<file path="src/rtl/etc_pkg.sv">
package etc_pkg;
  localparam int DW    = 64;
  localparam int BE_W  = DW / 8;
  localparam int LO_W  = 32;
  localparam int RT_W  = 5;

  // configuration bit positions (decoded by software and neighbours)
  localparam int B_LVL  = 1;
  localparam int B_EN   = 2;
  localparam int B_PER  = 3;
  localparam int B_PCAP = 4;
  localparam int B_SCAP = 5;
  localparam int B_SETV = 6;
  localparam int B_W32  = 8;
  localparam int B_RT   = 9;
  localparam int B_CAPS = 32;

  typedef enum logic [1:0] {
    ADR_CFG = 2'd0,
    ADR_CMP = 2'd1,
    ADR_PER = 2'd2,
    ADR_STS = 2'd3
  } adr_e;

  typedef struct packed {
    logic [RT_W-1:0] route;
    logic            w32;
    logic            setv;
    logic            per;
    logic            en;
    logic            lvl;
  } cfg_t;

  function automatic logic [DW-1:0] lane_merge(input logic [DW-1:0] old_v,
                                               input logic [DW-1:0] new_v,
                                               input logic [BE_W-1:0] strb);
    logic [DW-1:0] r;
    r = old_v;
    for (int b = 0; b < BE_W; b++) begin
      if (strb[b]) r[b*8 +: 8] = new_v[b*8 +: 8];
    end
    return r;
  endfunction
endpackage

</file>
<file path="src/rtl/etc_cfg_reg.sv">
module etc_cfg_reg
  import etc_pkg::*;
#(
  parameter bit          PER_CAP   = 1'b1,
  parameter bit          SIZE_CAP  = 1'b1,
  parameter logic [31:0] ROUTE_CAP = 32'h0000_0001
) (
  input  logic            clk,
  input  logic            rst_n,
  input  logic            wr_cfg,
  input  logic [DW-1:0]   wdata,
  input  logic [BE_W-1:0] wstrb,
  input  logic            setv_clr,
  output cfg_t            cfg,
  output logic [DW-1:0]   cfg_word,
  output logic            trunc
);
  cfg_t          cfg_q, cfg_d;
  logic [DW-1:0] merged;
  logic          unused_bits;

  always_comb begin
    cfg_word                  = '0;
    cfg_word[B_LVL]           = cfg_q.lvl;
    cfg_word[B_EN]            = cfg_q.en;
    cfg_word[B_PER]           = cfg_q.per;
    cfg_word[B_PCAP]          = PER_CAP;
    cfg_word[B_SCAP]          = SIZE_CAP;
    cfg_word[B_SETV]          = cfg_q.setv;
    cfg_word[B_W32]           = cfg_q.w32;
    cfg_word[B_RT +: RT_W]    = cfg_q.route;
    cfg_word[B_CAPS +: 32]    = ROUTE_CAP;
  end

  assign merged      = lane_merge(cfg_word, wdata, wstrb);
  assign trunc       = wr_cfg & merged[B_W32];
  assign unused_bits = ^{merged[DW-1:B_RT+RT_W], merged[7], merged[5:4], merged[0]};

  always_comb begin
    cfg_d = cfg_q;
    if (wr_cfg) begin
      cfg_d.lvl   = merged[B_LVL];
      cfg_d.en    = merged[B_EN];
      cfg_d.per   = merged[B_PER] & PER_CAP;
      cfg_d.setv  = merged[B_SETV];
      cfg_d.w32   = merged[B_W32];
      cfg_d.route = merged[B_RT +: RT_W];
    end
    if (setv_clr) cfg_d.setv = 1'b0;
  end

  always_ff @(posedge clk or negedge rst_n) begin
    if (!rst_n) cfg_q <= '0;
    else        cfg_q <= cfg_d;
  end

  assign cfg = cfg_q;
endmodule

</file>
<file path="src/rtl/etc_cmp_unit.sv">
module etc_cmp_unit
  import etc_pkg::*;
#(
  parameter bit SIZE_CAP = 1'b1
) (
  input  logic            clk,
  input  logic            rst_n,
  input  logic [DW-1:0]   main_cnt,
  input  logic            glb_en,
  input  logic            per_mode,
  input  logic            setv,
  input  logic            w32,
  input  logic            trunc,
  input  logic            wr_cmp,
  input  logic            wr_per,
  input  logic [DW-1:0]   wdata,
  input  logic [BE_W-1:0] wstrb,
  output logic [DW-1:0]   cmp_q,
  output logic [DW-1:0]   per_q,
  output logic            hit,
  output logic            setv_clr
);
  localparam logic [DW-1:0] LO_MASK = {{(DW-LO_W){1'b0}}, {LO_W{1'b1}}};

  logic          mode32, eq, armed_q, armed_d;
  logic [DW-1:0] msk, cmp_wv, per_wv, cmp_d, per_d, cmp_pre, sum;

  assign mode32 = w32 | !SIZE_CAP;
  assign msk    = mode32 ? LO_MASK : '1;
  assign cmp_wv = lane_merge(cmp_q, wdata, wstrb) & msk;
  assign per_wv = lane_merge(per_q, wdata, wstrb) & msk;

  assign eq  = mode32 ? (main_cnt[LO_W-1:0] == cmp_q[LO_W-1:0]) : (main_cnt == cmp_q);
  assign hit = eq & armed_q & glb_en;
  assign setv_clr = wr_cmp & per_mode & setv;

  always_comb begin
    if (mode32) sum = {{(DW-LO_W){1'b0}}, cmp_q[LO_W-1:0] + per_q[LO_W-1:0]};
    else        sum = cmp_q + per_q;
  end

  always_comb begin
    if (wr_cmp)              cmp_pre = cmp_wv;
    else if (hit && per_mode) cmp_pre = sum;
    else                     cmp_pre = cmp_q;
    cmp_d = trunc ? (cmp_pre & LO_MASK) : cmp_pre;

    per_d = per_q;
    if (wr_per)        per_d = per_wv;
    else if (setv_clr) per_d = cmp_wv;
    if (trunc)         per_d = per_d & LO_MASK;
  end

  // one firing per comparator value; a new value re-arms
  always_comb begin
    if (hit)               armed_d = per_mode;
    else if (wr_cmp || !eq) armed_d = 1'b1;
    else                   armed_d = armed_q;
  end

  always_ff @(posedge clk or negedge rst_n) begin
    if (!rst_n) begin
      cmp_q   <= '1;
      per_q   <= '0;
      armed_q <= 1'b1;
    end else begin
      cmp_q   <= cmp_d;
      per_q   <= per_d;
      armed_q <= armed_d;
    end
  end
endmodule

</file>
<file path="src/rtl/etc_irq_gen.sv">
module etc_irq_gen
  import etc_pkg::*;
#(
  parameter int CHAN_IDX = 1
) (
  input  logic            clk,
  input  logic            rst_n,
  input  logic            hit,
  input  logic            ch_en,
  input  logic            lvl,
  input  logic [RT_W-1:0] route_cfg,
  input  logic            sts_clr,
  input  logic            legacy_en,
  output logic [RT_W-1:0] irq_route,
  output logic            irq_line,
  output logic            irq_status
);
  logic fire, sts_q, sts_d, pulse_q, pulse_d;

  assign fire = hit & ch_en;

  always_comb begin
    sts_d = sts_q;
    if (sts_clr)     sts_d = 1'b0;
    if (fire && lvl) sts_d = 1'b1;
    pulse_d = fire & !lvl;
  end

  always_ff @(posedge clk or negedge rst_n) begin
    if (!rst_n) begin
      sts_q   <= 1'b0;
      pulse_q <= 1'b0;
    end else begin
      sts_q   <= sts_d;
      pulse_q <= pulse_d;
    end
  end

  assign irq_line   = sts_q | pulse_q;
  assign irq_status = sts_q;

  generate
    if (CHAN_IDX == 0) begin : g_leg0
      assign irq_route = legacy_en ? RT_W'(0) : route_cfg;
    end else if (CHAN_IDX == 1) begin : g_leg1
      assign irq_route = legacy_en ? RT_W'(8) : route_cfg;
    end else begin : g_plain
      logic unused_leg;
      assign unused_leg = legacy_en;
      assign irq_route  = route_cfg;
    end
  endgenerate
endmodule

</file>
<file path="src/rtl/etc_channel.sv">
module etc_channel
  import etc_pkg::*;
#(
  parameter int          CHAN_IDX  = 1,
  parameter bit          PER_CAP   = 1'b1,
  parameter bit          SIZE_CAP  = 1'b1,
  parameter logic [31:0] ROUTE_CAP = 32'h0000_0001
) (
  input  logic            clk,
  input  logic            rst_n,
  input  logic [1:0]      bus_addr,
  input  logic            bus_wr,
  input  logic [DW-1:0]   bus_wdata,
  input  logic [BE_W-1:0] bus_wstrb,
  output logic [DW-1:0]   bus_rdata,
  input  logic [DW-1:0]   main_cnt,
  input  logic            glb_en,
  input  logic            legacy_en,
  output logic [RT_W-1:0] irq_route,
  output logic            irq_line,
  output logic            irq_status
);
  cfg_t          cfg_f;
  logic [DW-1:0] cfg_word, cmp_val, per_val;
  logic          wr_cfg, wr_cmp, wr_per, sts_clr, trunc, hit, setv_clr;

  assign wr_cfg  = bus_wr && (adr_e'(bus_addr) == ADR_CFG);
  assign wr_cmp  = bus_wr && (adr_e'(bus_addr) == ADR_CMP);
  assign wr_per  = bus_wr && (adr_e'(bus_addr) == ADR_PER);
  assign sts_clr = bus_wr && (adr_e'(bus_addr) == ADR_STS) && bus_wstrb[0] && bus_wdata[0];

  etc_cfg_reg #(.PER_CAP(PER_CAP), .SIZE_CAP(SIZE_CAP), .ROUTE_CAP(ROUTE_CAP)) cfg_i (
    .clk(clk), .rst_n(rst_n), .wr_cfg(wr_cfg), .wdata(bus_wdata), .wstrb(bus_wstrb),
    .setv_clr(setv_clr), .cfg(cfg_f), .cfg_word(cfg_word), .trunc(trunc)
  );

  etc_cmp_unit #(.SIZE_CAP(SIZE_CAP)) cmp_i (
    .clk(clk), .rst_n(rst_n), .main_cnt(main_cnt), .glb_en(glb_en),
    .per_mode(cfg_f.per), .setv(cfg_f.setv), .w32(cfg_f.w32), .trunc(trunc),
    .wr_cmp(wr_cmp), .wr_per(wr_per), .wdata(bus_wdata), .wstrb(bus_wstrb),
    .cmp_q(cmp_val), .per_q(per_val), .hit(hit), .setv_clr(setv_clr)
  );

  etc_irq_gen #(.CHAN_IDX(CHAN_IDX)) irq_i (
    .clk(clk), .rst_n(rst_n), .hit(hit), .ch_en(cfg_f.en), .lvl(cfg_f.lvl),
    .route_cfg(cfg_f.route), .sts_clr(sts_clr), .legacy_en(legacy_en),
    .irq_route(irq_route), .irq_line(irq_line), .irq_status(irq_status)
  );

  always_comb begin
    unique case (adr_e'(bus_addr))
      ADR_CFG: bus_rdata = cfg_word;
      ADR_CMP: bus_rdata = cmp_val;
      ADR_PER: bus_rdata = per_val;
      default: bus_rdata = {{(DW-1){1'b0}}, irq_status};
    endcase
  end
endmodule

</file>
<file path="config.mk">
export PLATFORM = sky130hd
export DESIGN_NAME = etc_channel
export DESIGN_NICKNAME = d
export VERILOG_FILES = /design/src/rtl/etc_pkg.sv /design/src/rtl/etc_cfg_reg.sv /design/src/rtl/etc_cmp_unit.sv /design/src/rtl/etc_irq_gen.sv /design/src/rtl/etc_channel.sv
export SDC_FILE = /design/constraint.sdc
export NUM_CORES = 1
export LEC_CHECK = 0
export ABC_CLOCK_PERIOD_IN_PS = 4400
export BUFFER_PORTS_ARGS = -buffer_cell sky130_fd_sc_hd__buf_2
export CORE_MARGIN = 1
export CORE_UTILIZATION = 59
export CTS_BUF_LIST = sky130_fd_sc_hd__clkbuf_4 sky130_fd_sc_hd__clkbuf_8 sky130_fd_sc_hd__clkbuf_16
export DETAILED_ROUTE_END_ITERATION = 7
export GPL_TIMING_DRIVEN = 0
export HOLD_SLACK_MARGIN = 0.05
export PLACE_DENSITY = 0.82
export SYNTH_ARGS = -nofsm -noshare
export SYNTH_HDL_FRONTEND = slang
export SYNTH_HIERARCHICAL = 1
export SYNTH_SLANG_ARGS = --single-unit
</file>
<file path="constraint.sdc">
create_clock -name clk -period 4.4 [get_ports clk]
set_input_delay 0.66 -clock clk [delete_from_list [all_inputs] [get_ports clk]]
set_output_delay 0.66 -clock clk [all_outputs]
set_load 0.005 [all_outputs]
</file>
==> metrics <==
Yosys warnings=6; first-pass GRT wire length=77400 um; Post-synth EDFFs=0; clk buf depth=2; post-cts resize count=0; # rows=56; Period Utilization, post-route=94.4%; vias per inst=6.54; Final setup viols=0; Critical Setup Path Class=flip-flop to flip-flop; Max-slew headroom=21.1%; Worst Hold Class=primary input to asynchronous set/reset pin; cells after synthesis=1626; Tmin final=4.15 ns; total die area=24400 sq um; gr ovfl total=0; asr flop ratio synth=100%; P_int=0.00391 W; pin count of the biggest net entering global routing=100; Worst Skew=0.0183 ns; latest clock arrival within the worst-skew pair=0.44 ns; cts hold-fix bufs=0; slowest library cell on the worst path=a2111oi_2; final hold slack=0.146 ns; Detailed Route WL=50900 um; multi-input logic area=9470 sq um; Clock Power Share=21.3%; max frequency=0.241 GHz; TNS Setup=0 ns; IR drop worst, VDD=0.304 mV; Core Area=23400 sq um; fin nets=2113; Avg Synthesized Cell Area=8.63 sq um; Crit path largest cell delay=0.64 ns; Worst EP arrival=4.49 ns; Psw=0.00318 W; CP required=4.73 ns; Post-DRT Antenna Nets=0; Crit path max-delay family=compound AO/OA/AOI/OAI gates; GP Congestion=0.974; Root Buffer=clkbuf_16; Gate power share=48.8%; final hold viol count=0; Pins Over Slew Limit=0; initial antenna violation count=0; Port-buffer cells=207; Reg power frac=29.9%; critical path capture point type=flip-flop; Sw Share=44.8%; CTS tree=yes; most frequent cells in the layout=224 x buf_2, 141 x mux2i_1, 123 x o21ai_0; CTS clock-pin slew for the worst setup and hold paths=0.07 ns; Lkg Pwr=7.35 nW; RSZ-0062 raised after global routing=false; Cell Area, Synth=14000 sq um; H-tree levels=4; Seq/Total Area, Yosys=25.7%; drt pass-1 iters=6; Least-Margin Pin Slew=1.18 ns; Power Density=435 nW/um^2; diodes inserted=0; starting density of the core=60.0%; Die X=156 um; post-CTS setup buffer count=0; Ports=214; Yosys reg bits=141; GRT Util Overall=41.6%; CP max FO=6; CP Buf/Inv Count=1; die extent in y=156 um; crit path cell chain=ha_1, inv_1, fa_1, and2b_1, o2111ai_2, a2111oi_4, o211ai_2, a2111oi_2, nor3_2, o31ai_4, nand3_1, mux2i_1, o21ai_1; register area=3610 sq um; CP Launch Type=flip-flop; Num CTS Buffers=17; Max-Cap Viols=0; number of global-route vias before repair=13600; HPWL after DPL=39000 um; DR WL/cell=22.7 um; Initial DRC Count=1363; share of cells above drive strength 1=24.0%; vias=14600; leading register cell type out of synthesis=dfrtp_1; Yosys cell types=95; commonest non-fill, non-tap cell in the layout=buf_2; residual DRC count=0; Fillers=1998; # clock sinks=141; area growth from synthesis to layout=16.1%; outcome=complete, no violations
## sequential cells by signal, summed over array words and instances, names as in the netlist
signal            cells
cfg_i/cfg            10
irq_i/irq_status      1
cmp_i/armed_q         1
cmp_i/per_q          64
cmp_i/cmp_q          64
irq_i/pulse_q         1
## power by group through the flow
| stage | combinational [W] | clock (W) | sequential [W] |
|---|---|---|---|
| CTS | 0.00337 | 0.00151 | 0.00209 |
| detailed placement | 0.00334 | 0 | 0.00211 |
| floorplan | 0.00248 | 0 | 0.00194 |
| finish | 0.00346 | 0.00151 | 0.00212 |
| global placement | 0.00329 | 0 | 0.00210 |
| global route | 0.00374 | 0.00156 | 0.00215 |
## synthesized netlist by cell type (5+ instances only)
library cell  number  share of area [%]
xnor2_1           52                3.2
nand3_1           23               0.82
nor2b_1           11               0.49
nor4_1            13               0.58
a32oi_1           11               0.69
o22ai_1           23                1.0
nand2_1           86                2.3
o211ai_1           6               0.32
a221oi_1           6               0.37
dfstp_2           65                 12
xor2_1            67                4.2
a211oi_1          35                1.9
buf_2             18               0.64
a21oi_1          120                4.3
dfrtp_1           76                 14
o21a_1            11               0.59
nand2b_1           9               0.40
nand4_1           29                1.3
a31oi_1           17               0.76
a22o_1            19                1.2
o31ai_1            6               0.32
mux2_4             9               0.96
a22oi_1           64                3.4
o21ai_0          123                4.4
nor3_1            28                1.0
a21o_1            37                2.0
buf_4             78                4.2
o2bb2ai_1         63                3.9
nor2_1            94                2.5
and3_1             8               0.36
clkbuf_1          78                2.1
inv_1             22               0.59
ha_1              63                5.6
o21bai_1          11               0.59
mux2i_1          141                 10
o21ai_1            6               0.21
nor3b_1            5               0.27
## layout make-up
class	count	share of cell area, %
plain buffers	182	6.50
clock buffers	18	2.70
inverters	23	0.530
repair buffers	209	6.61
clock inverters	14	0.914
well taps	319	2.45
multi-input cells	1332	58.1
flip-flops and latches	141	22.2
## worst reg2reg max path, stage by stage (launching register included)
cell	delay, ns
dfstp_2	0.63
ha_1	0.24
inv_1	0.07
fa_1	0.37
and2b_1	0.25
o2111ai_2	0.18
a2111oi_4	0.49
o211ai_2	0.19
a2111oi_2	0.64
nor3_2	0.17
o31ai_4	0.34
nand3_1	0.17
mux2i_1	0.24
o21ai_1	0.09
## metal layers
layer	GRT usage, %	vias up	wire length, um
li1	-	6579	-
met1	54.2	6962	20600
met2	64.8	917	22600
met3	8.06	186	4860
met4	22.8	0	2820
met5	0	-	0
## final timing paths
check | start | endpoint | slack (ns) | cells past startpoint
max reg2reg | cmp_i/cmp_q[0] | cmp_i/cmp_q[60] | 0.25 | 13
min | rst_n | cmp_i/per_q[36] | 0.15 | 1
min reg2reg | cfg_i/cfg[0] | irq_i/pulse_q | 0.51 | 1
max | cmp_i/cmp_q[0] | cmp_i/cmp_q[60] | 0.25 | 13
max in group asynchronous | rst_n | cmp_i/cmp_q[53] | 3.34 | 2
min in group clk | bus_wdata[20] | cmp_i/per_q[20] | 0.47 | 3
## through the flow
step           cells  power, W  area, sq um  utilization, %  setup WS (ns)
2_1_floorplan   1678   0.00443        14200               -           1.13
3_3_place_gp    2204   0.00539        15700            66.9          0.184
3_5_place_dp    2206   0.00545        15700            67.1         0.0922
4_1_cts         2238   0.00697        16300            69.6          0.313
5_1_grt         2238   0.00745        16300            69.6          0.103
6_report        2238   0.00708        16300            69.6          0.248
## kinds of logic (layout without fill, tap and decap cells)
| kind of cell | after synthesis | in the layout | synth area share [%] |
|---|---|---|---|
| AO/OA/AOI/OAI | 602 | 602 | 29.5 |
| AND/OR/NAND/NOR | 341 | 341 | 12.1 |
| buffers and inverters | 205 | 446 | 8.16 |
| multiplexers | 152 | 152 | 11.3 |
| flip-flops | 141 | 141 | 25.7 |
| XOR/XNOR | 119 | 119 | 7.43 |
| adder cells (fa/ha/maj) | 64 | 64 | 5.76 |
| other | 2 | 54 | 0.0535 |
Power figures use the tool's default switching activity.
